--- config.mk ---
export PLATFORM = sky130hd
export DESIGN_NAME = exec_redirect_gen
export DESIGN_NICKNAME = d
export VERILOG_FILES = /design/src/rtl/erg_pkg.sv /design/src/rtl/erg_slot_scan.sv /design/src/rtl/erg_pick.sv /design/src/rtl/erg_evcnt.sv /design/src/rtl/exec_redirect_gen.sv
export SDC_FILE = /design/constraint.sdc
export NUM_CORES = 1
export LEC_CHECK = 0
export CAP_MARGIN = 10
export CORE_AREA = 2 2 332 334
export DETAILED_ROUTE_END_ITERATION = 8
export DIE_AREA = 0 0 334 336
export PLACE_DENSITY_LB_ADDON = 0.1
export SETUP_SLACK_MARGIN = 0.02
export SLEW_MARGIN = 15
export SYNTH_ARGS = -nofsm -noshare
export SYNTH_HDL_FRONTEND = slang
export SYNTH_SLANG_ARGS = --single-unit
--- constraint.sdc ---
create_clock -name clk -period 16.2 [get_ports clk]
set_clock_uncertainty 0.2 [all_clocks]
set_input_delay 3.24 -clock clk [delete_from_list [all_inputs] [get_ports clk]]
set_output_delay 3.24 -clock clk [all_outputs]
set_load 0.02 [all_outputs]
--- src/rtl/erg_pkg.sv ---
package erg_pkg;
  typedef enum logic [1:0] {
    EV_NONE   = 2'd0,
    EV_BRANCH = 2'd1,
    EV_MEMORD = 2'd2
  } ev_kind_e;
endpackage

--- src/rtl/erg_slot_scan.sv ---
module erg_slot_scan #(
  parameter int W      = 8,
  parameter int EXEC_W = 4
) (
  input  logic         clk,
  input  logic         rst,
  input  logic [W-1:0] valid_i,
  input  logic [W-1:0] squashed_i,
  output logic [W-1:0] take_o,
  output logic [W-1:0] live_o
);
  localparam int CW = $clog2(W + 1);
  localparam logic [CW-1:0] BUDGET = CW'(EXEC_W);

  logic [W:0]    open_c;
  logic [CW-1:0] used_c [W+1];

  assign open_c[0] = 1'b1;
  assign used_c[0] = '0;

  for (genvar i = 0; i < W; i++) begin : g_chain
    assign take_o[i]   = open_c[i] & valid_i[i] & (used_c[i] < BUDGET);
    assign live_o[i]   = take_o[i] & ~squashed_i[i];
    assign open_c[i+1] = take_o[i];
    assign used_c[i+1] = used_c[i] + CW'(live_o[i]);
  end


  fu_cap_chk: assert property (@(posedge clk) disable iff (rst)
    $countones(live_o) <= EXEC_W);
endmodule

--- src/rtl/erg_pick.sv ---
module erg_pick
  import erg_pkg::*;
#(
  parameter int W          = 8,
  parameter int PC_W       = 32,
  parameter int SEQ_W      = 16,
  parameter int INSN_BYTES = 4
) (
  input  logic [W-1:0]       live_i,
  input  logic [W-1:0]       mispred_i,
  input  logic [W-1:0]       mem_i,
  input  logic               viol_i,
  input  logic [W-1:0]       pred_taken_i,
  input  logic [W*PC_W-1:0]  pc_i,
  input  logic [W*PC_W-1:0]  npc_i,
  input  logic [W*SEQ_W-1:0] seq_i,
  output ev_kind_e           kind_o,
  output logic [SEQ_W-1:0]   seq_o,
  output logic [PC_W-1:0]    pc_o,
  output logic [PC_W-1:0]    npc_o,
  output logic               taken_o,
  output logic               pred_taken_o
);
  localparam logic [PC_W-1:0] STEP = PC_W'(INSN_BYTES);

  logic [W-1:0] br_c, mo_c, first_c;
  logic [W:0]   seen_c;
  logic         is_br;

  assign seen_c[0] = 1'b0;

  for (genvar i = 0; i < W; i++) begin : g_prio
    assign br_c[i]      = live_i[i] & mispred_i[i];
    assign mo_c[i]      = live_i[i] & mem_i[i] & viol_i;
    assign first_c[i]   = (br_c[i] | mo_c[i]) & ~seen_c[i];
    assign seen_c[i+1]  = seen_c[i] | br_c[i] | mo_c[i];
  end

  always_comb begin
    seq_o        = '0;
    pc_o         = '0;
    npc_o        = '0;
    pred_taken_o = 1'b0;
    is_br        = 1'b0;
    for (int i = 0; i < W; i++) begin
      if (first_c[i]) begin
        seq_o        = seq_i[i*SEQ_W +: SEQ_W];
        pc_o         = pc_i[i*PC_W +: PC_W];
        npc_o        = npc_i[i*PC_W +: PC_W];
        pred_taken_o = pred_taken_i[i];
        is_br        = br_c[i];
      end
    end
  end

  assign taken_o = (npc_o != (pc_o + STEP));
  assign kind_o  = !seen_c[W] ? EV_NONE : (is_br ? EV_BRANCH : EV_MEMORD);
endmodule

--- src/rtl/erg_evcnt.sv ---
module erg_evcnt #(
  parameter int CNT_W = 16
) (
  input  logic             clk,
  input  logic             rst,
  input  logic             inc_i,
  output logic [CNT_W-1:0] q_o
);
  always_ff @(posedge clk) begin
    if (rst) q_o <= '0;
    else if (inc_i) q_o <= q_o + CNT_W'(1);
  end


  cnt_step_chk: assert property (@(posedge clk) disable iff (rst)
    inc_i |=> (q_o == CNT_W'($past(q_o) + CNT_W'(1))));

  cnt_hold_chk: assert property (@(posedge clk) disable iff (rst)
    !inc_i |=> $stable(q_o));
endmodule

--- src/rtl/exec_redirect_gen.sv ---
module exec_redirect_gen
  import erg_pkg::*;
#(
  parameter int W          = 8,
  parameter int EXEC_W     = 4,
  parameter int PC_W       = 32,
  parameter int SEQ_W      = 16,
  parameter int INSN_BYTES = 4,
  parameter int CNT_W      = 16
) (
  input  logic               clk,
  input  logic               rst,
  input  logic [W-1:0]       in_valid,
  input  logic [W-1:0]       in_squashed,
  input  logic [W-1:0]       in_load,
  input  logic [W-1:0]       in_store,
  input  logic [W-1:0]       in_pred_taken,
  input  logic [W-1:0]       in_mispred,
  input  logic [W*PC_W-1:0]  in_pc,
  input  logic [W*PC_W-1:0]  in_npc,
  input  logic [W*SEQ_W-1:0] in_seq,
  input  logic               mo_viol,
  input  logic [SEQ_W-1:0]   mo_load_seq,
  output logic [W-1:0]       done_mask,
  output logic               redirect,
  output logic [SEQ_W-1:0]   redir_seq,
  output logic [PC_W-1:0]    redir_mis_pc,
  output logic [PC_W-1:0]    redir_npc,
  output logic               redir_branch,
  output logic               redir_taken,
  output logic               redir_memord,
  output logic [SEQ_W-1:0]   redir_load_seq,
  output logic [CNT_W-1:0]   cnt_taken_wrong,
  output logic [CNT_W-1:0]   cnt_memord
);
  logic [W-1:0]     take_c, live_c;
  ev_kind_e         kind_c;
  logic [SEQ_W-1:0] sel_seq;
  logic [PC_W-1:0]  sel_pc, sel_npc;
  logic             sel_taken, sel_pt;

  erg_slot_scan #(.W(W), .EXEC_W(EXEC_W)) u_scan (
    .clk        (clk),
    .rst        (rst),
    .valid_i    (in_valid),
    .squashed_i (in_squashed),
    .take_o     (take_c),
    .live_o     (live_c)
  );

  erg_pick #(.W(W), .PC_W(PC_W), .SEQ_W(SEQ_W), .INSN_BYTES(INSN_BYTES)) u_pick (
    .live_i       (live_c),
    .mispred_i    (in_mispred),
    .mem_i        (in_load | in_store),
    .viol_i       (mo_viol),
    .pred_taken_i (in_pred_taken),
    .pc_i         (in_pc),
    .npc_i        (in_npc),
    .seq_i        (in_seq),
    .kind_o       (kind_c),
    .seq_o        (sel_seq),
    .pc_o         (sel_pc),
    .npc_o        (sel_npc),
    .taken_o      (sel_taken),
    .pred_taken_o (sel_pt)
  );

  always_ff @(posedge clk) begin
    if (rst) begin
      done_mask      <= '0;
      redirect       <= 1'b0;
      redir_seq      <= '0;
      redir_mis_pc   <= '0;
      redir_npc      <= '0;
      redir_branch   <= 1'b0;
      redir_taken    <= 1'b0;
      redir_memord   <= 1'b0;
      redir_load_seq <= '0;
    end else begin
      done_mask      <= take_c;
      redirect       <= (kind_c != EV_NONE);
      redir_seq      <= (kind_c != EV_NONE) ? sel_seq : '0;
      redir_npc      <= (kind_c != EV_NONE) ? sel_npc : '0;
      redir_mis_pc   <= (kind_c == EV_BRANCH) ? sel_pc : '0;
      redir_branch   <= (kind_c == EV_BRANCH);
      redir_taken    <= (kind_c == EV_BRANCH) & sel_taken;
      redir_memord   <= (kind_c == EV_MEMORD);
      redir_load_seq <= (kind_c == EV_MEMORD) ? mo_load_seq : '0;
    end
  end

  erg_evcnt #(.CNT_W(CNT_W)) u_cnt_pt (
    .clk   (clk),
    .rst   (rst),
    .inc_i ((kind_c == EV_BRANCH) & sel_pt),
    .q_o   (cnt_taken_wrong)
  );

  erg_evcnt #(.CNT_W(CNT_W)) u_cnt_mo (
    .clk   (clk),
    .rst   (rst),
    .inc_i (kind_c == EV_MEMORD),
    .q_o   (cnt_memord)
  );


  cause_excl_chk: assert property (@(posedge clk) disable iff (rst)
    !(redir_branch && redir_memord));

  br_squash_chk: assert property (@(posedge clk) disable iff (rst)
    redir_branch |-> redirect);

  mo_clean_chk: assert property (@(posedge clk) disable iff (rst)
    redir_memord |-> (redirect && redir_mis_pc == '0 && !redir_taken));

  idle_quiet_chk: assert property (@(posedge clk) disable iff (rst)
    !redirect |-> (!redir_branch && !redir_memord && redir_seq == '0 && redir_npc == '0));

  mo_count_chk: assert property (@(posedge clk) disable iff (rst)
    redir_memord |-> (cnt_memord == CNT_W'($past(cnt_memord) + CNT_W'(1))));

  done_cover_chk: assert property (@(posedge clk) disable iff (rst)
    redirect |-> (done_mask != '0));
endmodule

# Word-level counts from Yosys, hierarchy flattened
# Cells that the tools add are included.
word_totals:
  n_memories: 0
  in_bits: 707
  mem_bits_ro: 0
  ram_bits: 0
  word_cells: 172
  register_bits: 140
  out_inout_bits: 140
  latchBits: 0
op_classes:
  eq_ne: 3
  order_cmp: 7
  reduce_logical: 4
  n_shift: 0
  n_mul: 0
  addsub: 9
  div: 0
  muxes: 42
  bitwise_logic: 96
ops:
  columns: ["operator", "count"]
  rows:
  - ["two-way mux 32 bit", 16]
  - ["two-way mux 16 bit", 8]
  - ["bitwise AND 1 bit", 55]
  - ["adder 16 x 1 -> 16 bit (second input constant)", 2]
  - ["adder 32 x 3 -> 32 bit (second input constant)", 1]
  - ["inequality test 32 bit", 1]
  - ["less-than comparator 4 x 3 -> 1 bit (second input constant)", 6]
  - ["bitwise OR 1 bit", 22]
  - ["adder 4 x 1 -> 4 bit", 5]
  - ["NOT 1 bit", 18]
  - ["two-way mux 1 bit", 16]
  - ["bitwise OR 8 bit", 1]
  - ["OR reduction 2 bit", 3]
  - ["two-way mux 2 bit", 2]
  - ["less-than comparator 1 x 3 -> 1 bit (second input constant)", 1]
  - ["adder 1 x 1 -> 2 bit", 1]
  - ["equality test 2 x 1 -> 1 bit (second input constant)", 1]
  - ["equality test 2 bit (second input constant)", 1]
  - ["nonzero test 2 bit", 1]

# Logic depth before layout (Yosys ltp)
# Gate-level depths: netlist of the first run.
depth:
  depth_word: 39
  ltp_mapped: 41
  depth_no_buf: 37

# Hierarchy
# From an unflattened synthesis of the first run, not the netlist that was laid out.
unflattened:
  hier_cells: 1461
  area_unflattened_um2: 11148.2
modules_own_cells:
  columns: ["module", "seq_area_each_um2", "instances", "cells_each", "area_per_inst_um2"]
  rows:
  - ["erg_pick", 0.0, 1, 1008, 6194.7]
  - ["exec_redirect_gen", 2162.1, 1, 236, 3029.2]
  - ["erg_evcnt", 320.3, 2, 83, 757.0]
  - ["erg_slot_scan", 0.0, 1, 51, 410.4]

# Worst setup path after synthesis of the first run
# Ideal clock, no wire load.
synth_timing:
  path_kind: "input-to-reg"
  from: "input in_valid[0]"
  to: "register redir_taken"
  t_arrival_ns: 11.053
  t_required_ns: 15.867
  path_stages: 40
  n_path_buf: 6
  setup_slack_ns: 4.814
  setup_ns: 0.133
  path_cell_list: "nor2b_1 -> buf_2 -> ha_1 -> ha_1 -> ha_1 -> and3b_1 -> clkbuf_1 -> nand3_1 -> nor2_1 -> ha_1 -> inv_1 -> fa_1 -> and4_1 -> nand2_1 -> nor2_1 -> ha_1 -> ha_1 -> xor2_2 -> [... 4 more ...] -> ha_1 -> and3b_1 -> clkbuf_1 -> a2111oi_0 -> o21a_1 -> and3_1 -> a21oi_1 -> nand2_1 -> nand2b_4 -> or4_1 -> buf_2 -> or3_1 -> buf_2 -> nor4_1 -> mux2_2 -> a211o_1 -> a2111oi_2 -> a31oi_1"
synth_between:
  elab_chain_len: 37
  elab_cells_between_ends: 125
  cone_classes: "add/sub: 7; order compare: 7; eq/ne: 2; mux: 26; bitwise: 83"
synth_lines:
  columns: ["element", "line", "rtl"]
  rows:
  - ["start: declaration", "exec_redirect_gen.sv:13", "input logic [W-1:0] in_valid,"]
  - ["parallel branches: the longest is 36 deep, another holds less-than comparator 4 x 3 -> 1 bit", null, null]
  - ["bitwise AND 1 bit (*)", "exec_redirect_gen.sv:86", "redir_taken <= (kind_c == EV_BRANCH) & sel_taken;"]
  - ["end signal: assignment", "exec_redirect_gen.sv:86", null]
  - ["end: declaration", "exec_redirect_gen.sv:30", "output logic redir_taken,"]
# Mark *: on every way between the ends.
# A chain may end at the register's enable or synchronous reset.

# Worst setup path after layout of the first run
# Same ends and word-level chain as after synthesis.

==> summary.md, run 1 <==
| Metric | Value |
|---|---|
| GRT Overall Usage | 20.9% |
| Final setup fails | 0 |
| Final non-filler cell area | 21700 um2 |
| PD cells | 55.2 nW/um2 |
| Slew Limit Headroom | 22.7% |
| Crit share post-route | 86.3% |
| Hold-fix buffers, CTS | 0 |
| First-pass GRT wire length | 157000 um |
| CTS-repair resized insts | 0 |
| H-tree Lvls | 4 |
| First-iteration detailed-routing DRC count | 1384 |
| Most instantiated library cell after synthesis | nand2_1 |
| CP most frequent cell | ha_1 |
| Vias | 15.9k |
| IO buf count | 846 |
| Initial antenna violation count | 52 |
| Gr ovfl total | 0 |
| Sequential area share after synthesis | 25.8% |
| Place WS | 1820 ps |
| Data arrival, critical path | 14090 ps |
| CP max FO | 15 |
| Slew Viols, Final | 0 |
| Maximum clock rate | 0.0716 GHz |
| Die ar. | 112000 um2 |
| Top Ports | 847 |
| Routed WL per cell | 33.3 um |
| Final net count | 2975 |
| EDFF count, synth | 0 |
| Die Width | 334 um |
| Synth Area in Simple Gates | 28.8% |
| CTS max path bufs | 2 |
| Final worst slack | 2230 ps |
| Syn_nets | 2173 |
| Crit start category | input pin |
| CTS tree | yes |
| Seq cells post-synth | 140 |
| RSZ-0062 raised after global routing | no |
| Mapped Area | 10900 um2 |
| Share of the synthesized area in the top cell type | 25.8% |
| Total negative setup slack | 0 ps |
| Cell taking the most area after synthesis | dfxtp_1 |
| Die height | 336 um |
| Placer congestion estimate | 0.912 |
| Fillers | 12.2k |
| Fin crit period | 13970 ps |
| Final wirelength | 123000 um |
| Area contributors post-synth | dfxtp_1 (26%), a222oi_1 (6.1%), nand2_1 (5.4%), a21oi_1 (5.2%), nor2_1 (5.1%) |
| Syn Inst Count | 1453 |
| Synth Warn # | 0 |
| Clock Latency Late Sink | 480 ps |
| List of most frequent post-synthesis cells | nand2_1 (156), nor2_1 (149), dfxtp_1 (140) |
| Rows | 121 |
| Leak Pwr | 7.45 nW |
| Area growth syn-to-layout | 99.5% |
| Initial Utilization | 10.0% |
| Slowest CP cell | clkdlybuf4s50_1 |
| Share of layout cells above drive strength 1 | 5.82% |
| Post-synthesis async set-or-reset flop share | 0% |
| CP Capture Type | flip-flop |
| Largest family of logic cells by synthesized area | compound AO/OA/AOI/OAI gates |
| Endpoints failing hold | 0 |
| Vias per cell | 4.32 |
| Adder-cell share of the synthesized area | 1.64% |
| Setup CP Type | input pin to flip-flop |
| XOR/XNOR share of the synthesized area | 5.44% |
| R2r setup slk | 14320 ps |
| Post-synthesis mux area share | 1.42% |
| TritonCTS Buffers | 17 |
| Root Driver | clkbuf_16 |
| Clock-pin slew on the worst setup and hold paths | 70 ps |
| Synthesized area per cell | 7.48 um2 |
| Post-synthesis compound-gate area fraction | 31.6% |
| Worst-Margin Slew | 1160 ps |
| Max IR drop VDD | 77.3 uV |
| Dpl hpwl | 107000 um |
| Final ANT Viol Nets | 0 |
| Core Box Area | 108000 um2 |
| First-pass detailed-route iteration total | 8 |
| Post-CTS setup buffer count | 0 |
| Synth Flop Type | dfxtp_1 |
| Placed cell area | 21000 um2 |
| Outcome | complete, no violations |
| MaxCap Viol Count | 0 |
| Pin count of the biggest net entering global routing | 46 |
| Min-Delay Path Class | flip-flop to flip-flop |
| Netlist cell types | 99 |
| CP peak stage delay | 680 ps |
| Clock tree sinks | 140 |
| DRC violations left | 0 |
| Worst EP required | 16320 ps |
| Via count of the first global-routing pass | 16.2k |
## final timing paths
| path | end | cells after the start | startpoint |
|---|---|---|---|
| worst max-delay path | redir_taken | 35 | in_valid[0] |
| worst min-delay path | u_cnt_pt.q_o[5] | 2 | u_cnt_pt.q_o[5] |
| worst max register to register | u_cnt_mo.q_o[14] | 6 | u_cnt_mo.q_o[0] |
| worst min register to register | u_cnt_pt.q_o[5] | 2 | u_cnt_pt.q_o[5] |
## registers in the layout, summed over array words and instances (netlist names), 8 cells and up
register / count
redir_npc: 32
redir_mis_pc: 32
done_mask: 8
redir_seq: 16
u_cnt_pt.q_o: 16
u_cnt_mo.q_o: 16
redir_load_seq: 16
## cell usage in the layout (no fill, tap or decap), types with 11 or more instances in the layout
master / instances
o21ai_0: 70
a22oi_1: 40
a221oi_1: 23
nand4_1: 19
nand3_1: 91
mux2i_1: 12
buf_4: 42
nor4_1: 13
xor2_1: 33
o21a_1: 17
a222oi_1: 66
ha_1: 11
clkdlybuf4s50_1: 846
a211oi_1: 16
xnor2_1: 30
dfxtp_1: 140
a21oi_1: 113
nor3_1: 33
and3_1: 39
nand2_1: 155
inv_1: 29
clkbuf_16: 17
or3_1: 17
and2_1: 29
nor2_1: 145
## area by class of cell
type / instances / area, um2 / share of cell area (%)
Antenna cell: 10 / 25.0 / 0.115
Multi-Input combinational cell: 1178 / 7560 / 34.9
Clock buffer: 19 / 453 / 2.09
Inverter: 30 / 113 / 0.520
Timing Repair Buffer: 888 / 8780 / 40.5
Tap cell: 1414 / 1770 / 8.17
Sequential cell: 140 / 2800 / 12.9
Clock inverter: 12 / 161 / 0.745
## power breakdown
part / total, mW / switching, mW / internal [mW]
Sequential: 0.353 / 0.00332 / 0.350
Combinational: 0.411 / 0.198 / 0.213
Clock: 0.431 / 0.180 / 0.251
Total: 1.20 / 0.382 / 0.813
## per-layer routing
layer | track usage (%) | routed length [um] | vias up
li1 | - | - | 7141
met1 | 27.1 | 53600 | 7939
met2 | 35.4 | 58800 | 729
met3 | 5.02 | 8230 | 114
met4 | 3.84 | 1980 | 24
met5 | 0 | 154 | -
## critical path, delay by kind of cell
kind,cells,cell delay (ps)
AOI/OAI and AO/OA,6,1940
adders and majority gates,9,2410
xor gates and xnor gates,1,180
buffers and inverters,2,740
and+or+nand+nor,17,5560
## logic make-up (layout without fill, tap and decap cells)
kind of cell             after synthesis  count (layout)
multiplexers                          14              14
other                                  0              10
AO/OA/AOI/OAI                        469             469
XOR/XNOR                              65              65
flip-flops                           140             140
adder cells (fa/ha/maj)               13              13
AND/OR/NAND/NOR                      617             617
buffers and inverters                135             949
## metrics by stage
stage | hold slack, ps | std cells | utilization [%] | power, mW
2_1_floorplan | 370 | 1453 | - | 0.476
4_1_cts | 310 | 3681 | 20.0 | 1.22
6_report | 305 | 3691 | 20.0 | 1.20
5_1_grt | 341 | 3685 | 20.0 | 1.24
3_3_place_gp | 296 | 3650 | 19.4 | 0.775
3_5_place_dp | 297 | 3650 | 19.4 | 0.771
Note: power is estimated with default switching activity, not from simulation.
==> inputs of run 2 (changes only) <==
- CAP_MARGIN: 10 -> 30
==> run 2 against run 1 <==
Compared with the run above: critical path depth unchanged; sequential power is essentially flat; sequential share of layout area about the same; largest power group unchanged; highest routed layer unchanged.
==> summary.md, run 2 (synthesized netlist as in run 1, its figures left out) <==
| Metric | Value |
|---|---|
| RSZ-0062 raised after global routing | no |
| R2r worst-path depth | 6 (unchanged) |
| CP most frequent cell | ha_1 |
| Vias per cell | 4.30 (-0.57%) |
| Gr ovfl total | 0 (unchanged) |
| Routed WL per cell | 33.1 um (-0.42%) |
| CP max FO | 11 (-4) |
| Clock-pin slew on the worst setup and hold paths | 60 ps (about the same) |
| Data arrival, critical path | 14030 ps (-60 ps) |
| Worst EP required | 16330 ps (about the same) |
| Setup CP Type | input pin to flip-flop |
| Final wirelength | 122000 um (-0.28%) |
| CP Capture Type | flip-flop |
| Die ar. | 112000 um2 (unchanged) |
| First-pass detailed-route iteration total | 7 (-1) |
| CTS-repair resized insts | 0 (unchanged) |
| Root Driver | clkbuf_16 |
| PD cells | 54.8 nW/um2 (-0.73%) |
| Slew Viols, Final | 0 (unchanged) |
| R2r setup slk | 14250 ps (-70 ps) |
| Maximum clock rate | 0.0719 GHz (+0.52%) |
| TritonCTS Buffers | 17 (unchanged) |
| Hold-fix buffers, CTS | 0 (unchanged) |
| H-tree Lvls | 4 (unchanged) |
| DRC violations left | 0 (unchanged) |
| Crit Reg-Reg Endpoint | u_cnt_mo.q_o[14] |
| First-pass GRT wire length | 157000 um (-0.27%) |
| GRT Overall Usage | 20.9% (+0.026 points) |
| Die Width | 334 um (unchanged) |
| Die height | 336 um (unchanged) |
| Initial Utilization | 10.0% (unchanged) |
| Crit start category | input pin |
| Slowest CP cell | a211oi_2 |
| Area growth syn-to-layout | 99.6% (about the same) |
| Largest regs | redir_mis_pc (32), redir_npc (32) |
| Fin crit period | 13900 ps (-72.7 ps) |
| Multi-input logic area | 7560 um2 (unchanged) |
| Endpoints failing hold | 0 (unchanged) |
| Slew Limit Headroom | 23.9% (+1.2 points) |
| Max IR drop VDD | 78.9 uV (+2.1%) |
| Min-Delay Path Class | flip-flop to flip-flop |
| CTS tree | yes |
| Pin count of the biggest net entering global routing | 46 (unchanged) |
| Final setup fails | 0 (unchanged) |
| Clock tree sinks | 140 (unchanged) |
| Post-CTS setup buffer count | 0 (unchanged) |
| Core Util, Final | 20.0% (about the same) |
| CP peak stage delay | 690 ps (about the same) |
| Leak Pwr | 7.45 nW (+0.13%) |
| Outcome | complete, no violations |
| Via count of the first global-routing pass | 16.2k (-0.068%) |
| CTS max path bufs | 2 (unchanged) |
| First-iteration detailed-routing DRC count | 1346 (-2.7%) |
| Clock Latency Late Sink | 480 ps (about the same) |
| Worst-Margin Slew | 1140 ps (-18.6 ps) |
| Most frequent cells in the layout | clkdlybuf4s50_1 (846), nand2_1 (155), nor2_1 (145) |
| Fillers | 12.1k (-0.72%) |
| Dpl hpwl | 106000 um (about the same) |
| CP Capture Point | redir_taken |
| IO buf count | 846 (unchanged) |
| MaxCap Viol Count | 0 (unchanged) |
| Final net count | 2978 (+0.10%) |
| Total negative setup slack | 0 ps (unchanged) |
| Core Box Area | 108000 um2 (unchanged) |
| Initial antenna violation count | 63 (+21%) |
| Rows | 121 (unchanged) |
| Placer congestion estimate | 0.912 (unchanged) |
| Commonest non-fill, non-tap cell in the layout | clkdlybuf4s50_1 |
| Seq. cell area | 2800 um2 (unchanged) |
| Worst reg2reg path startpoint | u_cnt_mo.q_o[0] |
| Top Ports | 847 (unchanged) |
| Final ANT Viol Nets | 0 (unchanged) |
| Vias | 15.9k (-0.44%) |
| CP startpoint | in_valid[0] |
| Share of layout cells above drive strength 1 | 5.81% (-0.010 points) |
| Crit share post-route | 85.8% (-0.45 points) |
==> run 2: cell types whose count changed in the layout (fill, tap and decap cells not counted), sizes merged <==
cell / before / now
buf: 42 / 45
inv: 33 / 31
diode: 10 / 11
clkbuf: 19 / 23
clkinvlp: 3 / 2
==> run 2: where the power goes <==
group          switching, mW  internal, mW  leakage (nW)
Sequential           0.00331         0.350          1.13
Combinational          0.197         0.213          6.04
Clock                  0.173         0.251         0.288
==> run 2: cell type report <==
type | instances | area share (%)
clock buffer | 23 | 2.16
timing repair buffer | 891 | 40.6
antenna | 11 | 0.127
clock inverter | 9 | 0.629
sequential | 140 | 12.9
inverter | 30 | 0.519
tap | 1414 | 8.16
multi-input combinational | 1178 | 34.9
==> run 2: per-layer routing <==
metal	share of wire [%]	track usage [%]
met1	44	26.9
met2	47	35.0
met3	6.6	5.43
met4	1.9	4.58
met5	0.25	0
==> run 2: per-stage QoR <==
stage | setup slack, ps | instance area (um2) | cells | power (mW) | hold slack (ps)
2_1_floorplan | 4810 | 10900 | 1453 | 0.476 | 370
3_3_place_gp | 2110 | 21000 | 3650 | 0.775 | 296
3_5_place_dp | 1860 | 21000 | 3651 | 0.771 | 297
4_1_cts | 2400 | 21600 | 3683 | 1.21 | 309
5_1_grt | 1580 | 21700 | 3692 | 1.24 | 340
6_report | 2300 | 21700 | 3696 | 1.19 | 304
==> run 2: how the worst min path moves through the flow <==
stage                    start               to  cells after the start
4_1_cts        u_cnt_pt.q_o[5]  u_cnt_pt.q_o[5]                      2
2_1_floorplan  u_cnt_mo.q_o[6]  u_cnt_mo.q_o[6]                      2
5_1_grt        u_cnt_pt.q_o[5]  u_cnt_pt.q_o[5]                      2
3_3_place_gp   u_cnt_pt.q_o[5]  u_cnt_pt.q_o[5]                      2
6_report       u_cnt_pt.q_o[5]  u_cnt_pt.q_o[5]                      2
3_5_place_dp   u_cnt_pt.q_o[5]  u_cnt_pt.q_o[5]                      2
==> run 2: critical path, delay by kind of cell <==
family	cells	cell delay [ps]
xor+xnor	1	180
simple gates	15	5040
compound gates	6	1710
mux	2	690
fa+ha+maj	9	2410
buf+inv	2	730
==> inputs of run 3 (changes only) <==
- REMOVE_ABC_BUFFERS: default -> 1
==> run 3 against run 2 <==
Compared with the run above: critical path depth is the same; worst setup slack gained 330 ps; sequential share of layout area is essentially flat; die area is the same; via count grew 1.3%; clock-buffer cell count shrank 3; highest routed layer unchanged.
==> summary.md, run 3 (synthesized netlist as in run 1, its figures left out) <==
| Metric | Value |
|---|---|
| Crit share post-route | 83.8% (-2.0 points) |
| First-pass detailed-route iteration total | 6 (-1) |
| First-iteration detailed-routing DRC count | 1494 (+11%) |
| RSZ-0062 raised after global routing | no |
| Setup CP Type | input pin to flip-flop |
| IO buf count | 846 (unchanged) |
| CP most frequent cell | ha_1 |
| Initial Utilization | 10.0% (unchanged) |
| Commonest non-fill, non-tap cell in the layout | clkdlybuf4s50_1 |
| Placer congestion estimate | 0.951 (+4.3%) |
| Dpl hpwl | 109000 um (+2.7%) |
| Vias | 16.1k (+1.3%) |
| Max IR drop VDD | 65.5 uV (-17%) |
| Share of layout cells above drive strength 1 | 6.12% (+0.31 points) |
| Crit start category | input pin |
| Die Width | 334 um (unchanged) |
| MaxCap Viol Count | 0 (unchanged) |
| Vias per cell | 4.35 (+1.2%) |
| Worst EP required | 16330 ps (about the same) |
| Non-Filler Instances | 3700 (+0.11%) |
| Leak Pwr | 7.46 nW (about the same) |
| Rows | 121 (unchanged) |
| Min-Delay Path Class | flip-flop to flip-flop |
| CP Capture Type | flip-flop |
| Pin count of the biggest net entering global routing | 44 (-4.3%) |
| Initial antenna violation count | 58 (-7.9%) |
| Die height | 336 um (unchanged) |
| Routed WL per cell | 34.4 um (+3.7%) |
| Worst-Margin Slew | 1110 ps (-32.2 ps) |
| Via count of the first global-routing pass | 16.3k (+0.22%) |
| Endpoints failing hold | 0 (unchanged) |
| Clock tree sinks | 140 (unchanged) |
| Top Ports | 847 (unchanged) |
| GRT Overall Usage | 21.7% (+0.75 points) |
| Slew Limit Headroom | 25.6% (+1.7 points) |
| First-pass GRT wire length | 161000 um (+3.0%) |
| CTS max path bufs | 2 (unchanged) |
| PD cells | 54.9 nW/um2 (+0.20%) |
| Fin crit period | 13570 ps (-332 ps) |
| Final wirelength | 127000 um (+3.9%) |
| CP peak stage delay | 760 ps (+70 ps) |
| Slew Viols, Final | 0 (unchanged) |
| Placed cell area | 21100 um2 (+0.15%) |
| Maximum clock rate | 0.0737 GHz (+2.4%) |
| Most frequent cells in the layout | clkdlybuf4s50_1 (846), nand2_1 (155), nor2_1 (145) |
| Hold_ws | 318 ps (+13.4 ps) |
| Die ar. | 112000 um2 (unchanged) |
| Largest regs | redir_mis_pc (32), redir_npc (32) |
| Final setup fails | 0 (unchanged) |
| Clock-pin slew on the worst setup and hold paths | 70 ps (about the same) |
| Root Driver | clkbuf_16 |
| CTS-repair resized insts | 0 (unchanged) |
| Final ANT Viol Nets | 0 (unchanged) |
| DRC violations left | 0 (unchanged) |
| Core Util, Final | 20.0% (about the same) |
| Gr ovfl total | 0 (unchanged) |
| CTS tree | yes |
| Slowest CP cell | or4_1 |
| Outcome | complete, no violations |
| Core Box Area | 108000 um2 (unchanged) |
| TritonCTS Buffers | 17 (unchanged) |
| Hold-fix buffers, CTS | 0 (unchanged) |
| Post-CTS setup buffer count | 0 (unchanged) |
| CP max FO | 13 (+2) |
| Clock Latency Late Sink | 500 ps (+20 ps) |
| Placed insts | 3654 (+0.082%) |
| Total negative setup slack | 0 ps (unchanged) |
| Final net count | 2979 (+0.034%) |
| H-tree Lvls | 4 (unchanged) |
| Area growth syn-to-layout | 99.6% (about the same) |
| Data arrival, critical path | 13700 ps (-330 ps) |
| Final non-filler cell area | 21700 um2 (about the same) |
run 3: changes by cell type in the layout (fill, tap and decap cells not counted), moves of 2 or more:
cell       change
clkbuf_1       -4
buf_2          +2
bufinv_16      -2
clkinv_2       +2
buf_4          -3
diode_2        +3
run 3: where the power goes:
part	internal [mW]	switching, mW	total, mW
clock	0.224	0.201	0.425
sequential	0.350	0.00251	0.352
combinational	0.212	0.200	0.413
run 3: worst paths after layout:
path / depth (start not counted) / from / slack [ps] / to
max: 35 / in_valid[0] / 2630 / redir_taken
min: 2 / u_cnt_mo.q_o[6] / 320 / u_cnt_mo.q_o[6]
max reg2reg: 6 / u_cnt_mo.q_o[0] / 14310 / u_cnt_mo.q_o[14]
min reg2reg: 2 / u_cnt_mo.q_o[6] / 320 / u_cnt_mo.q_o[6]
run 3: worst max-delay path: cells and delay by family:
family / cells / cell delay [ps]
buffers and inverters: 3 / 880
and+or+nand+nor: 16 / 5480
AOI/OAI and AO/OA: 5 / 1150
xor gates and xnor gates: 1 / 180
muxes: 1 / 370
adders and majority gates: 9 / 2360
run 3: area by class of cell:
cell class              instances  area, um2
diodes                         14       35.0
clock buffers                  20        467
clock inverters                12        111
fillers                     12200      86700
inverters                      30        113
multi-input cells            1178       7570
flip-flops and latches        140       2800
well taps                    1414       1770
repair buffers                892       8820
run 3: per-stage QoR:
step / setup slack (ps) / total power [mW]
2_1_floorplan: 4540 / 0.469
3_3_place_gp: 2390 / 0.775
3_5_place_dp: 2130 / 0.773
4_1_cts: 2660 / 1.21
5_1_grt: 2020 / 1.24
6_report: 2630 / 1.19
run 3: per-layer routing:
| metal | vias to the layer above | global-route usage (%) | wire (um) |
|---|---|---|---|
| li1 | 7142 | - | - |
| met1 | 8008 | 28.6 | 57300 |
| met5 | - | 0 | 321 |
| met4 | 48 | 3.67 | 1390 |
| met3 | 113 | 5.50 | 8300 |
| met2 | 776 | 35.9 | 59800 |
